--- config.mk ---
export PLATFORM = sky130hd
export DESIGN_NAME = adc_seq_ctrl
export DESIGN_NICKNAME = d
export VERILOG_FILES = /design/src/rtl/adc_seq_pkg.sv /design/src/rtl/adc_seq_shifter.sv /design/src/rtl/adc_seq_master.sv /design/src/rtl/adc_seq_bank.sv /design/src/rtl/adc_seq_ctrl.sv
export SDC_FILE = /design/constraint.sdc
export NUM_CORES = 1
export LEC_CHECK = 0
export CAP_MARGIN = 15
export CORE_UTILIZATION = 30
export DETAILED_ROUTE_END_ITERATION = 8
export PLACE_DENSITY = 0.49
export SYNTH_ARGS = -nofsm -noshare
export SYNTH_HDL_FRONTEND = slang
export SYNTH_HIERARCHICAL = 1
export SYNTH_SLANG_ARGS = --single-unit
--- constraint.sdc ---
create_clock -name clk -period 2.44 [get_ports clk]
set_clock_uncertainty 0.15 [all_clocks]
set_input_delay 0.366 -clock clk [delete_from_list [all_inputs] [get_ports clk]]
set_output_delay 0.366 -clock clk [all_outputs]
set_load 0.1 [all_outputs]
--- src/rtl/adc_seq_pkg.sv ---
package adc_seq_pkg;
  localparam int FRAME_W  = 16;
  localparam int CH_W     = 3;
  localparam int NUM_CH   = 1 << CH_W;
  localparam int RES_W    = 10;
  // reply field positions
  localparam int TAG_LSB  = 12;
  localparam int VAL_LSB  = 2;
  // control word field positions
  localparam int WR_BIT   = 15;
  localparam int LAST_LSB = 12;
  localparam int MODE_LSB = 10;
  localparam int RNG_BIT  = 9;

  typedef enum logic [1:0] {PH_WAKE, PH_CFG, PH_RUN} phase_t;

  function automatic logic [FRAME_W-1:0] make_ctrl(input logic rng, input logic [CH_W-1:0] last);
    logic [FRAME_W-1:0] w;
    w = '0;
    w[WR_BIT] = 1'b1;
    w[LAST_LSB +: CH_W] = last;
    w[MODE_LSB +: 2] = 2'b11;
    w[RNG_BIT] = rng;
    return w;
  endfunction
endpackage

--- src/rtl/adc_seq_shifter.sv ---
module adc_seq_shifter
  import adc_seq_pkg::*;
#(
  parameter int CLK_DIV = 8
) (
  input  logic               clk,
  input  logic               rst,
  input  logic               go,
  input  logic [FRAME_W-1:0] tx_word,
  input  logic               miso,
  output logic               cs_n,
  output logic               sclk,
  output logic               mosi,
  output logic               done,
  output logic [FRAME_W-1:0] rx_word
);
  localparam int HALF = CLK_DIV / 2;
  localparam int DCW  = (CLK_DIV > 2) ? $clog2(CLK_DIV) : 1;
  localparam int BCW  = $clog2(FRAME_W);

  logic               busy;
  logic [DCW-1:0]     dcnt;
  logic [BCW-1:0]     bcnt;
  logic [FRAME_W-1:0] tx_sh;
  logic [FRAME_W-1:0] rx_sh;

  always_ff @(posedge clk) begin
    if (rst) begin
      busy    <= 1'b0;
      cs_n    <= 1'b1;
      sclk    <= 1'b1;
      mosi    <= 1'b0;
      done    <= 1'b0;
      dcnt    <= '0;
      bcnt    <= '0;
      tx_sh   <= '0;
      rx_sh   <= '0;
      rx_word <= '0;
    end else begin
      done <= 1'b0;
      if (!busy) begin
        if (go) begin
          busy  <= 1'b1;
          cs_n  <= 1'b0;
          sclk  <= 1'b0;
          mosi  <= tx_word[FRAME_W-1];
          tx_sh <= tx_word << 1;
          dcnt  <= DCW'(1);
          bcnt  <= '0;
        end
      end else begin
        dcnt <= dcnt + 1'b1;
        if (dcnt == '0) begin
          sclk  <= 1'b0;
          mosi  <= tx_sh[FRAME_W-1];
          tx_sh <= tx_sh << 1;
        end
        if (dcnt == DCW'(HALF)) begin
          sclk  <= 1'b1;
          rx_sh <= {rx_sh[FRAME_W-2:0], miso};
        end
        if (dcnt == DCW'(CLK_DIV-1)) begin
          dcnt <= '0;
          if (bcnt == BCW'(FRAME_W-1)) begin
            busy    <= 1'b0;
            cs_n    <= 1'b1;
            done    <= 1'b1;
            rx_word <= rx_sh;
          end else begin
            bcnt <= bcnt + 1'b1;
          end
        end
      end
    end
  end
endmodule

--- src/rtl/adc_seq_master.sv ---
module adc_seq_master
  import adc_seq_pkg::*;
(
  input  logic               clk,
  input  logic               rst,
  input  logic               range_sel,
  input  logic [CH_W-1:0]    last_ch,
  input  logic               done,
  input  logic [FRAME_W-1:0] rx_word,
  output logic               go,
  output logic [FRAME_W-1:0] tx_word,
  output logic               wr_en,
  output logic [CH_W-1:0]    wr_ch,
  output logic [RES_W-1:0]   wr_val,
  output logic               set_valid
);
  phase_t          phase;
  logic            wake_idx;
  logic            in_flight;
  logic [CH_W-1:0] last_q;

  assign wr_ch  = rx_word[TAG_LSB +: CH_W];
  assign wr_val = rx_word[VAL_LSB +: RES_W];
  assign wr_en  = in_flight && done && (phase == PH_RUN);

  always_ff @(posedge clk) begin
    if (rst) begin
      phase     <= PH_WAKE;
      wake_idx  <= 1'b0;
      in_flight <= 1'b0;
      go        <= 1'b0;
      tx_word   <= '0;
      last_q    <= '0;
      set_valid <= 1'b0;
    end else begin
      go        <= 1'b0;
      set_valid <= 1'b0;
      if (!in_flight) begin
        go        <= 1'b1;
        in_flight <= 1'b1;
        case (phase)
          PH_WAKE: tx_word <= '1;
          PH_CFG: begin
            tx_word <= make_ctrl(range_sel, last_ch);
            last_q  <= last_ch;
          end
          default: tx_word <= '0;
        endcase
      end else if (done) begin
        in_flight <= 1'b0;
        case (phase)
          PH_WAKE: begin
            wake_idx <= ~wake_idx;
            if (wake_idx) phase <= PH_CFG;
          end
          PH_CFG:  phase <= PH_RUN;
          default: if (wr_ch == last_q) set_valid <= 1'b1;
        endcase
      end
    end
  end
endmodule

--- src/rtl/adc_seq_bank.sv ---
module adc_seq_bank
  import adc_seq_pkg::*;
(
  input  logic                    clk,
  input  logic                    rst,
  input  logic                    wr_en,
  input  logic [CH_W-1:0]         wr_ch,
  input  logic [RES_W-1:0]        wr_val,
  output logic [NUM_CH*RES_W-1:0] results
);
  for (genvar i = 0; i < NUM_CH; i++) begin : g_ch
    always_ff @(posedge clk) begin
      if (rst)
        results[i*RES_W +: RES_W] <= '0;
      else if (wr_en && (wr_ch == CH_W'(i)))
        results[i*RES_W +: RES_W] <= wr_val;
    end
  end
endmodule

--- src/rtl/adc_seq_ctrl.sv ---
module adc_seq_ctrl
  import adc_seq_pkg::*;
#(
  parameter int CLK_DIV = 8
) (
  input  logic                    clk,
  input  logic                    rst,
  input  logic                    range_sel,
  input  logic [CH_W-1:0]         last_ch,
  input  logic                    adc_miso,
  output logic                    adc_cs_n,
  output logic                    adc_sclk,
  output logic                    adc_mosi,
  output logic [NUM_CH*RES_W-1:0] results,
  output logic                    set_valid
);
  logic               go;
  logic               done;
  logic [FRAME_W-1:0] tx_word;
  logic [FRAME_W-1:0] rx_word;
  logic               wr_en;
  logic [CH_W-1:0]    wr_ch;
  logic [RES_W-1:0]   wr_val;

  adc_seq_master u_master (
    .clk(clk), .rst(rst), .range_sel(range_sel), .last_ch(last_ch),
    .done(done), .rx_word(rx_word), .go(go), .tx_word(tx_word),
    .wr_en(wr_en), .wr_ch(wr_ch), .wr_val(wr_val), .set_valid(set_valid)
  );

  adc_seq_shifter #(.CLK_DIV(CLK_DIV)) u_shift (
    .clk(clk), .rst(rst), .go(go), .tx_word(tx_word), .miso(adc_miso),
    .cs_n(adc_cs_n), .sclk(adc_sclk), .mosi(adc_mosi),
    .done(done), .rx_word(rx_word)
  );

  adc_seq_bank u_bank (
    .clk(clk), .rst(rst), .wr_en(wr_en), .wr_ch(wr_ch), .wr_val(wr_val),
    .results(results)
  );
endmodule

==> results.toml <==
[run_status]
status = "completed"

[clock_tree]
cts_setup_buffers = 0
clock_path_buffers = 2
htreeDepth = 4
post_cts_resized = 0
holdBufCountCts = 0
clock_latency_ns = 0.42
cts_tree = "built"
cts.root.buffer_cell = "clkbuf_16"
clock_sinks = 150
clk_pin_slew_ns = 0.06
numCtsBuffers = 17

[floorplanning]
die_area_um2 = 21100
die_y_um = 145
start_util_pct = 30.6
io_pins = 91
std_cell_rows = 52
core-area_um2 = 20200
die_x_um = 145

[placement]
place.gp.congestion = 0.735
portBuffers = 90
dpl-instance-area_um2 = 6900
dp_hpwl_mm = 9.82

[worst_setup_path]
rrSetupSlack_ns = 0.51
crit_path_max_fanout = 8
crit_buf_inv = 1
crit_slowest_cell = "dfxtp_1"
r2r-start = "u_shift/dcnt[0]$_SDFFE_PP0P_"
end_kind = "flip-flop"
crit_path_cell_trace = "ha_1, ha_1, nand4_2, nor3b_4, buf_4, a22o_2"
crit_arrival_ns = 2.15
cp_common_cell = "ha_1"
crit_family = "simple AND/OR/NAND/NOR gates"
start_kind = "flip-flop"
criticalPathCategory = "flip-flop to flip-flop"
critPathMaxStageDelay_ns = 0.38
critPathRequiredTime_ns = 2.66
reg2reg_to = "u_shift/rx_word[12]$_SDFFE_PP0P_"
r2r_cells = 6

[global_route]
grt_overflow_total = 0
grt_max_degree = 74
antenna_found_initial = 0
grt_pass1_vias = 4208
grt_pass1_wl_mm = 23.3
track_usage_pct = 14.2

[yosys]
syn-num-nets = 608
syn_inst = 597
avgSynthCellArea_um2 = 10.3
yosysWarnings = 6
syn_area_um2 = 6170

[timing]
period_share_pct = 79.3
relSlewSlack_pct = 60.1
period_minus_slack_ns = 1.93
rsz0062_at_grt = "no"
timing.setup.tns_ns = 0
fmax_ghz = 0.517
setup_violations = 0
worst_pin_slew_ns = 0.598
report.final.slew_viol_count = 0
hold_viol = 0

[final_layout]
final_area_um2 = 7470
antenna_cells = 0
nets = 663
area_growth_pct = 21.1
layout-drive-gt1-share_pct = 23.8
fill_cells = 2039

[drt]
drtAntennaViolNets = 0
first_pass_iters = 4
drt_iter0_markers = 150
drc = 0
avgViaCountPerCell = 4.60
detail_route.wl_per_cell_um = 15.5
wl_mm = 14.5
vias = 4299

[power]
ir_drop_v = 0.000468
power.density_nw_per_um2 = 710
leakagePower_uw = 0.00325

[min_path]
min_to = "u_shift/dcnt[0]$_SDFFE_PP0P_"
min_path_type = "input port to flip-flop"
hp-start = "rst"
hold_depth = 2

[run]
cap_viol_max_count = 0
-- power by group --
group / switching (uW) / internal (uW) / leakage, uW / total [uW]
Sequential: 30.5 / 2490 / 0.00121 / 2520
Combinational: 145 / 99.0 / 0.00177 / 244
Clock: 1110 / 1430 / 0.000268 / 2540
Total: 1280 / 4020 / 0.00325 / 5300
-- per-stage QoR --
stage	hold slack (ns)	worst slack [ns]	power, uW	cells	util (%)
final	0.246	0.505	5300	935	37.0
after floorplan	0.275	0.552	2780	597	-
after detailed placement	0.293	0.525	2820	903	34.2
after global placement	0.287	0.589	2810	903	34.2
after global routing	0.282	0.411	5520	935	37.0
after CTS	0.238	0.503	5380	935	37.0
-- cell type report --
class	instances	area (um^2)	share of cell area (%)
Sequential cell	150	3000	40.2
Multi-Input combinational cell	371	2700	36.2
Timing Repair Buffer	109	843	11.3
Clock buffer	18	429	5.75
Tap cell	270	338	4.52
Clock inverter	14	140	1.88
Inverter	3	11.3	0.151
-- worst register-to-register path, delay by kind of cell (launching register included) --
family / cells / cell delay, ns
AO/OA/AOI/OAI: 1 / 0.15
flip-flops: 1 / 0.38
adder cells (fa/ha/maj): 2 / 0.44
buffers and inverters: 1 / 0.23
AND/OR/NAND/NOR: 2 / 0.55
-- cell usage in the layout (no fill, tap or decap), types with 3 or more instances in the layout --
cell type / instances
ha_1: 4
nand2b_1: 91
xnor2_1: 3
nor3b_1: 5
clkbuf_16: 17
inv_1: 3
inv_6: 5
clkdlybuf4s50_1: 5
mux2i_1: 98
nor3_1: 16
nand4bb_1: 3
a21oi_1: 26
dfxtp_1: 150
o21ai_0: 6
a31oi_1: 4
nand3_1: 4
nor2_1: 14
nand4b_1: 3
nand2_1: 40
a211oi_1: 14
clkinvlp_4: 4
buf_4: 103
a22o_2: 12
-- sequential cells by signal, indices dropped and copies added (netlist names) --
| signal | flops |
|---|---|
| u_shift/bcnt | 4 |
| u_shift/rx_sh | 15 |
| u_bank/results | 80 |
| u_shift/mosi | 1 |
| u_shift/tx_sh | 15 |
| u_master/in_flight | 1 |
| u_shift/sclk | 1 |
| u_master/phase | 2 |
| u_shift/busy | 1 |
| u_master/wake_idx | 1 |
| u_master/last_q | 3 |
| u_master/tx_word | 6 |
| u_shift/dcnt | 3 |
| u_shift/cs_n | 1 |
| u_master/go | 1 |
| u_shift/done | 1 |
| u_shift/rx_word | 13 |
| u_master/set_valid | 1 |
-- metal layers --
metal  up-vias  track usage, %  wire (um)
li1       2137               -          -
met1      2058            18.5       7030
met2        94            22.5       6750
met3        10            4.01        593
met4         0            4.58        144
met5         -               0          0
-- worst max-delay path by stage --
stage / slack (ns) / endpoint / from / cells after the start
2_1_floorplan: 0.55 / u_bank/results[0]$_SDFFE_PP0P_ / u_master/in_flight$_SDFF_PP0_ / 7
3_3_place_gp: 0.59 / u_shift/rx_word[9]$_SDFFE_PP0P_ / u_shift/dcnt[0]$_SDFFE_PP0P_ / 6
3_5_place_dp: 0.52 / u_shift/rx_word[12]$_SDFFE_PP0P_ / u_shift/dcnt[0]$_SDFFE_PP0P_ / 6
4_1_cts: 0.50 / u_shift/rx_word[12]$_SDFFE_PP0P_ / u_shift/dcnt[0]$_SDFFE_PP0P_ / 6
5_1_grt: 0.41 / u_shift/rx_word[9]$_SDFFE_PP0P_ / u_shift/dcnt[0]$_SDFFE_PP0P_ / 6
6_report: 0.51 / u_shift/rx_word[12]$_SDFFE_PP0P_ / u_shift/dcnt[0]$_SDFFE_PP0P_ / 6
(Power assumes the default switching activity.)
